## config.mk

```make
export PLATFORM = sky130hd
export DESIGN_NAME = fifo_dreq_gen
export DESIGN_NICKNAME = d
export VERILOG_FILES = /design/src/rtl/fdq_pkg.sv /design/src/rtl/fdq_datapath.sv /design/src/rtl/fdq_control.sv /design/src/rtl/fifo_dreq_gen.sv
export SDC_FILE = /design/constraint.sdc
export NUM_CORES = 1
export LEC_CHECK = 0
export BUFFER_PORTS_ARGS = -buffer_cell sky130_fd_sc_hd__buf_4
export CORE_MARGIN = 4
export CORE_UTILIZATION = 58
export CTS_CLUSTER_DIAMETER = 100
export DETAILED_ROUTE_END_ITERATION = 10
export PLACE_DENSITY = 0.85
export SLEW_MARGIN = 20
export SYNTH_ARGS = -nofsm -noshare
export SYNTH_HDL_FRONTEND = slang
export SYNTH_SLANG_ARGS = --single-unit
```

## constraint.sdc

```tcl
create_clock -name clk -period 7.2 [get_ports clk]
set_input_delay 1.44 -clock clk [delete_from_list [all_inputs] [get_ports clk]]
set_output_delay 1.44 -clock clk [all_outputs]
set_load 0.01 [all_outputs]
```

## src/rtl/fdq_pkg.sv

```systemverilog
package fdq_pkg;
  // load strobes from control to datapath, one per threshold
  typedef struct packed {
    logic ldWrPanic;
    logic ldRdPanic;
    logic ldWrReq;
    logic ldRdReq;
  } cfgStrobe_t;

  // level comparisons from datapath back to control
  typedef struct packed {
    logic rdReqHit;
    logic rdPanicHit;
    logic wrReqHit;
    logic wrPanicHit;
  } levelCmp_t;

  localparam int NUM_THR = 4;
endpackage

```

## src/rtl/fdq_datapath.sv

```systemverilog
module fdq_datapath
  import fdq_pkg::*;
#(
  parameter int DEPTH = 64,
  parameter int TH_W = 6,
  parameter int LVL_W = 7,
  parameter logic [TH_W-1:0] RD_REQ_INIT = 1,
  parameter logic [TH_W-1:0] WR_REQ_INIT = 63,
  parameter logic [TH_W-1:0] RD_PANIC_INIT = 32,
  parameter logic [TH_W-1:0] WR_PANIC_INIT = 32
) (
  input  logic             clk,
  input  logic             rstN,
  input  cfgStrobe_t       strobe,
  input  logic [TH_W-1:0]  cfgData,
  input  logic             isWrite,
  input  logic [LVL_W-1:0] rxLevel,
  input  logic [LVL_W-1:0] txLevel,
  output levelCmp_t        cmp,
  output logic             rxAvail,
  output logic             txSpace,
  output logic             txEmpty,
  output logic [LVL_W-1:0] fifoLevel
);
  localparam logic [LVL_W-1:0] DEPTH_L = LVL_W'(DEPTH);

  logic [NUM_THR-1:0] ldVec;
  logic [TH_W-1:0]    thr [NUM_THR];
  logic [TH_W-1:0]    thrInit [NUM_THR];
  logic [LVL_W-1:0]   txFree;

  assign ldVec = strobe;
  assign thrInit[0] = RD_REQ_INIT;
  assign thrInit[1] = WR_REQ_INIT;
  assign thrInit[2] = RD_PANIC_INIT;
  assign thrInit[3] = WR_PANIC_INIT;

  for (genvar gi = 0; gi < NUM_THR; gi++) begin : g_thr
    always_ff @(posedge clk) begin
      if (!rstN)           thr[gi] <= thrInit[gi];
      else if (ldVec[gi])  thr[gi] <= cfgData;
    end
  end

  assign txFree = DEPTH_L - txLevel;

  always_comb begin
    cmp.rdReqHit   = rxLevel >= LVL_W'(thr[0]);
    cmp.wrReqHit   = txFree  >= LVL_W'(thr[1]);
    cmp.rdPanicHit = rxLevel >= LVL_W'(thr[2]);
    cmp.wrPanicHit = txLevel <= LVL_W'(thr[3]);
  end

  assign rxAvail   = rxLevel != '0;
  assign txSpace   = txLevel < DEPTH_L;
  assign txEmpty   = txLevel == '0;
  assign fifoLevel = isWrite ? txLevel : rxLevel;

  AST_EMPTY_HAS_SPACE: assert property (@(posedge clk) disable iff (!rstN)
    txEmpty |-> txSpace);
  AST_RDREQ_LOAD: assert property (@(posedge clk) disable iff (!rstN)
    strobe.ldRdReq |=> thr[0] == $past(cfgData));
  AST_WRPANIC_LOAD: assert property (@(posedge clk) disable iff (!rstN)
    strobe.ldWrPanic |=> thr[3] == $past(cfgData));
endmodule

```

## src/rtl/fdq_control.sv

```systemverilog
module fdq_control
  import fdq_pkg::*;
(
  input  logic       clk,
  input  logic       rstN,
  input  logic       cfgWe,
  input  logic [1:0] cfgSel,
  input  logic       dmaEnable,
  input  logic       passthru,
  input  logic       rdPassEn,
  input  logic       wrPassEn,
  input  logic       isWrite,
  input  logic       engineReq,
  input  levelCmp_t  cmp,
  output cfgStrobe_t strobe,
  output logic       dreq,
  output logic       panic
);
  logic [NUM_THR-1:0] ldVec;
  logic reqHit, panicHit, passOk, dreqNext, panicNext;

  for (genvar gi = 0; gi < NUM_THR; gi++) begin : g_dec
    assign ldVec[gi] = cfgWe && (cfgSel == 2'(gi));
  end
  assign strobe = ldVec;

  always_comb begin
    reqHit    = isWrite ? cmp.wrReqHit   : cmp.rdReqHit;
    panicHit  = isWrite ? cmp.wrPanicHit : cmp.rdPanicHit;
    passOk    = isWrite ? wrPassEn       : rdPassEn;
    dreqNext  = 1'b0;
    panicNext = 1'b0;
    if (passthru) begin
      dreqNext = engineReq && passOk;
    end else if (dmaEnable) begin
      dreqNext  = reqHit;
      panicNext = reqHit && panicHit;
    end
  end

  always_ff @(posedge clk) begin
    if (!rstN) begin
      dreq  <= 1'b0;
      panic <= 1'b0;
    end else begin
      dreq  <= dreqNext;
      panic <= panicNext;
    end
  end

  AST_PANIC_NEEDS_REQ: assert property (@(posedge clk) disable iff (!rstN)
    panic |-> dreq);
  AST_DISABLE_QUIET: assert property (@(posedge clk) disable iff (!rstN)
    (!dmaEnable && !passthru) |=> (!dreq && !panic));
  AST_PASS_NO_PANIC: assert property (@(posedge clk) disable iff (!rstN)
    passthru |=> !panic);
  AST_PASS_BLOCKED: assert property (@(posedge clk) disable iff (!rstN)
    (passthru && !engineReq) |=> !dreq);
endmodule

```

## src/rtl/fifo_dreq_gen.sv

```systemverilog
module fifo_dreq_gen
  import fdq_pkg::*;
#(
  parameter int DEPTH = 64,
  parameter int TH_W = 6,
  parameter int LVL_W = $clog2(DEPTH + 1)
) (
  input  logic             clk,
  input  logic             rstN,
  input  logic             cfgWe,
  input  logic [1:0]       cfgSel,
  input  logic [TH_W-1:0]  cfgData,
  input  logic             dmaEnable,
  input  logic             passthru,
  input  logic             rdPassEn,
  input  logic             wrPassEn,
  input  logic             isWrite,
  input  logic             engineReq,
  input  logic [LVL_W-1:0] rxLevel,
  input  logic [LVL_W-1:0] txLevel,
  output logic             dreq,
  output logic             panic,
  output logic             rxAvail,
  output logic             txSpace,
  output logic             txEmpty,
  output logic [LVL_W-1:0] fifoLevel
);
  cfgStrobe_t strobe;
  levelCmp_t  cmp;

  fdq_datapath #(
    .DEPTH(DEPTH), .TH_W(TH_W), .LVL_W(LVL_W)
  ) u_dp (
    .clk(clk), .rstN(rstN), .strobe(strobe), .cfgData(cfgData),
    .isWrite(isWrite), .rxLevel(rxLevel), .txLevel(txLevel), .cmp(cmp),
    .rxAvail(rxAvail), .txSpace(txSpace), .txEmpty(txEmpty),
    .fifoLevel(fifoLevel)
  );

  fdq_control u_ctl (
    .clk(clk), .rstN(rstN), .cfgWe(cfgWe), .cfgSel(cfgSel),
    .dmaEnable(dmaEnable), .passthru(passthru), .rdPassEn(rdPassEn),
    .wrPassEn(wrPassEn), .isWrite(isWrite), .engineReq(engineReq),
    .cmp(cmp), .strobe(strobe), .dreq(dreq), .panic(panic)
  );
endmodule

```

Yosys cells after proc, flatten, opt, wreduce, memory -nomap -nowiden. Memories as Yosys holds them, arrays and structs flattened. Cells that the tools add are included. W data, S select, Z words.

Output and inout port bits: 12. RAM bits: 24. Input port bits: 31. Word-level logic and storage cells: 51. Memories kept: 1. Bits in registers: 2.

Memories: u_dp.thr (words 4, bits a word 6, read ports 4, clocked after memory_dff 0, write ports 4, RTL line fdq_datapath.sv:28) `logic [TH_W-1:0] thr [NUM_THR];`.

Order comparisons: 5. Multiplexer cells: 23. Bitwise logic cells: 6. Reductions and logical operators: 10. Eq/ne operators: 3. $add $sub $neg: 1.

Operators with widths (count): $mux W6 (4); $ge A7 B6 Y1 (3); $mux W1 (18); $le A7 B6 Y1 (1); $logic_not A7 Y1 (1); $lt A7 B7 Y1 const B (1); $mux W7 (1); $reduce_bool A7 Y1 (1); $sub A7 B7 Y7 const A (1); $logic_and A1 B1 Y1 (6); $eq A2 B2 Y1 const B (2); $or A1 B1 Y1 (4); $reduce_or A3 Y1 (1); $eq A2 B1 Y1 const B (1); $logic_not A2 Y1 (1); $not A1 Y1 (2).

Longest topological paths before layout.
Depth in word-level cells: 6. Gate-level depth with buffers: 9. Mapped depth without buffers: 9.

By module. A second synthesis with hierarchy kept.

Cell total of the unflattened synthesis: 173. Area, all modules: 1820.5 um^2.

By module, submodules not included: fdq_datapath (area each 1691.6 um^2, times used 1, sequential area each 720.7 um^2, cells an instance 159); fdq_control (area each 128.9 um^2, times used 1, sequential area each 40.0 um^2, cells an instance 14).

Worst setup path before layout. OpenSTA, ideal clock, no wires.

Path kind: input port to output port. Start: input port txLevel[0]. End: output port txSpace. Setup slack: 3.640 ns. Path buffers: 0. Required time: 5.760 ns. Cell stages on the path: 3. Data arrival time: 2.120 ns. Cell sequence: inv_1 -> ha_1 -> o31ai_1.

Word-level cells in the longest chain between the ends: 1.

RTL lines: from (decl) (RTL line fifo_dreq_gen.sv:20) `input logic [LVL_W-1:0] txLevel,`; $lt A7 B7 Y1 (RTL line fdq_datapath.sv:55) `assign txSpace = txLevel < DEPTH_L;`; to (decl) (RTL line fifo_dreq_gen.sv:24) `output logic txSpace,`.

No other way between the ends.

Worst setup path after layout.
Start: input port txLevel[3]. End: output port txSpace.

The elaborated chain is that of the path after synthesis.

==> results list <==
- Port buffering added 42 buffers.
* Post-layout power: 0.000330 W
* Via count of the first global-routing pass: 1453
- Counting along the longest clock path gives a buffer depth of 2.
- Dividing the final minimum period by the clock period gives 53.2%.
- Worst setup slack before clock tree synthesis: 3390 ps
- Initial antenna violation count: 0
* Layout-stage area growth over the synthesis result: 21.5%
* Count of vias placed by the detailed router: 1384
- The worst setup path is captured at an output port.
- Yosys printed 0 warnings.
- Clock-pin slew was measured on the worst setup and hold paths at 130 ps.
- Final Hold Violating Endpoints: 0
* Total setup buffers inserted after CTS: 0
- Worst voltage drop across the vdd grid: 119 uV
- Worst setup slack for register-to-register paths: 5340 ps
- After clock tree synthesis, the flow added hold-fix buffers numbering 0.
* Category of the worst setup path launch point: input pin
- GRT Overall Usage: 19.9%
* Final slew viol count: 0
- Synthesized Nets: 229
- Number of buffers inserted during clock tree synthesis: 3
- The clock arrives with 13.5 ps of skew.
- The netlist uses 36 different library cells.
- Post-layout nets: 275
* Power Density: 151 nW/um2
- Proportion of layout cells with a drive suffix above 1: 29.4%
- Horizontal die dimension: 63.7 um
- From bottom edge to top edge, the die measures 63.7 um.
* Synthesized area per cell: 10.4 um2
- Capturing instance or port of the critical path: txSpace
- In this run the remaining antenna-violating nets after routing total 0.
- In the final routed layout, each cell accounts on average for 15.3 um.
- Final weighted congestion of routability-driven global placement: 0.914
* Worst skew pair latency: 320 ps
- FF-to-FF Start: u_dp.thr[0][5]
* Startpoint-to-endpoint class of the critical path: in2out
- Inserted Diodes: 0
- Overall die area: 4060 um2
- Status: finished clean
* GR Overflow Total: 0
- Once routing completed, OpenROAD measured the worst setup slack at 3370 ps.
- The root buffer cell chosen for the clock tree is sky130_fd_sc_hd__clkbuf_4.
- TritonCTS built the clock tree.
* R2r worst-path depth: 7
- In the routed design, unresolved DRC markers number 0.
* Initial Utilization: 63.1%
- Entering global routing, the biggest net connects 15 pins.
- For this run, the slowest stage of the critical path takes 260 ps.
* Setup repair after global routing missed its margin: false
- The first global-routing pass estimated 6.37 mm of wire.
- Summing the sequential cell areas from Yosys gives 42.3% of the chip area.
- The detailed router finished its first iteration with 70 violations.
* Worst flop-to-flop path endpoint: u_ctl.dreq
- Number of placed I/O pins: 43
* WP data arrival: 2390 ps
- Count of endpoints failing setup in the final report: 0
- Slowest cell on crit path: sky130_fd_sc_hd__o31ai_1
- Summed over all cells, the static leakage comes to 1.01 nW.
- Summed over all nets, the half-perimeter wirelength after detailed placement is 3.24 mm.
* Number of detailed-route iterations in the first pass: 4
- Combined area of all synthesized cells: 1800 um2
- Post-cts repair resize count: 0
- Clock sink count: 26
- CP max FO: 5
* Final Critical Period: 3830 ps
* Remaining max-slew budget at the tightest pin: 46.1%
- Number of standard-cell rows in the floorplan: 19
* Critical path required time: 5760 ps
- Cells after synthesis: 173
- Ordered cell list for the critical path: buf_4 -> nor3_2 -> nand3_1 -> o31ai_1 -> buf_4
- The tool flagged a number of max-cap violations equal to 0.
- Leaving out fill and tap cells, the most frequent cells in the layout are sky130_fd_sc_hd__buf_4 (42), sky130_fd_sc_hd__inv_1 (26), sky130_fd_sc_hd__ha_1 (25).
* F_max: 261 MHz
- After detailed placement, the total cell area comes to 2150 um2.
- Number of synthesized register bits: 26
- TNS Setup: 0 ps
* Core region area: 2850 um2
* Tightest Pin Transition: 800 ps
- The path class of the tightest hold or removal check is reg2reg.
* Final cell area excluding filler cells: 2190 um2
- In this run the number of H-tree levels came out at 1.
- Most frequent cell on the critical path: sky130_fd_sc_hd__buf_4
- Avg Vias per Cell: 5.56
- The library cell used most frequently in the layout, excluding fill and tap cells, is sky130_fd_sc_hd__buf_4.
* WL final: 3.80 mm
* Worst setup path startpoint: txLevel[3]
==> cells by family after synthesis <==
group	count (synthesis)	share of synthesized area (%)
buffers and inverters	27	5.63
adders and majority gates	25	17.4
AOI/OAI and AO/OA	28	10.4
muxes	7	4.38
xor gates and xnor gates	4	1.95
DFF	26	42.3
and+or+nand+nor	56	18.0
==> per-stage QoR <==
| step | hold WS [ps] | util (%) | cells |
|---|---|---|---|
| after floorplan | 766 | - | 173 |
| after global placement | 815 | 75.4 | 245 |
| after detailed placement | 835 | 75.4 | 245 |
| after CTS | 854 | 76.7 | 249 |
| after global routing | 875 | 76.7 | 249 |
| final | 845 | 76.7 | 249 |
==> metal layers <==
layer | track usage (%) | vias up | routed length (um)
li1 | - | 706 | -
met1 | 23.4 | 611 | 1670
met2 | 35.2 | 59 | 1800
met3 | 4.97 | 8 | 254
met4 | 7.01 | 0 | 81
met5 | 0 | - | 0
==> synthesized netlist by cell type, drive strengths merged <==
cell,count,area (um2)
nor2,4,15.0
a211oi,1,7.51
nor3b,1,7.51
nand3b,2,15.0
edfxtp,24,721
and2,15,93.8
nor4,1,6.26
dfxtp,2,40.0
mux2,7,78.8
o21ai,10,50.1
and3,1,6.26
inv,26,97.6
a41o,1,11.3
and4,1,10.0
o211a,1,10.0
xnor2,3,26.3
or3,2,12.5
buf,1,3.75
ha,25,313
a21o,2,16.3
nor3,4,25.0
nand2,8,30.0
a21oi,6,30.0
nand3,3,15.0
or2,6,37.5
nand4,3,18.8
o211ai,1,7.51
o31ai,1,7.51
xor2,1,8.76
a31oi,1,6.26
nor2b,2,12.5
nand2b,3,18.8
a2111oi,4,41.3
==> final cells by class <==
class / count / area (um2)
flip-flops and latches: 26 / 761
multi-input cells: 120 / 938
fillers: 202 / 666
repair buffers: 42 / 315
inverters: 26 / 97.6
clock buffers: 4 / 36.3
well taps: 31 / 38.8
==> worst min path at each step <==
stage | from | to | slack (ps) | cells after the start
3_3_place_gp | u_dp.thr[3][5] | u_ctl.panic | 820 | 4
5_1_grt | u_dp.thr[3][5] | u_ctl.panic | 880 | 4
6_report | u_dp.thr[3][5] | u_ctl.panic | 840 | 4
4_1_cts | u_dp.thr[3][5] | u_ctl.panic | 850 | 4
3_5_place_dp | u_dp.thr[3][5] | u_ctl.panic | 830 | 4
2_1_floorplan | u_dp.thr[2][5] | u_ctl.panic | 770 | 5
==> where the power goes <==
part	switching, W	internal (W)	leakage (nW)
clock network	0.0000393	0.0000309	0.0210
logic	0.0000418	0.0000390	0.737
registers	0.00000297	0.000176	0.253
==> registers in the layout, summed over array words and instances, names as in the netlist <==
| name | flops |
|---|---|
| u_ctl.panic | 1 |
| u_ctl.dreq | 1 |
| u_dp.thr | 24 |
==> critical path, delay by kind of cell <==
kind	cells	cell delay, ps
buffers and inverters	2	320
AO/OA/AOI/OAI	1	260
AND/OR/NAND/NOR	2	370
No activity file was read; power rests on OpenSTA's default activity.
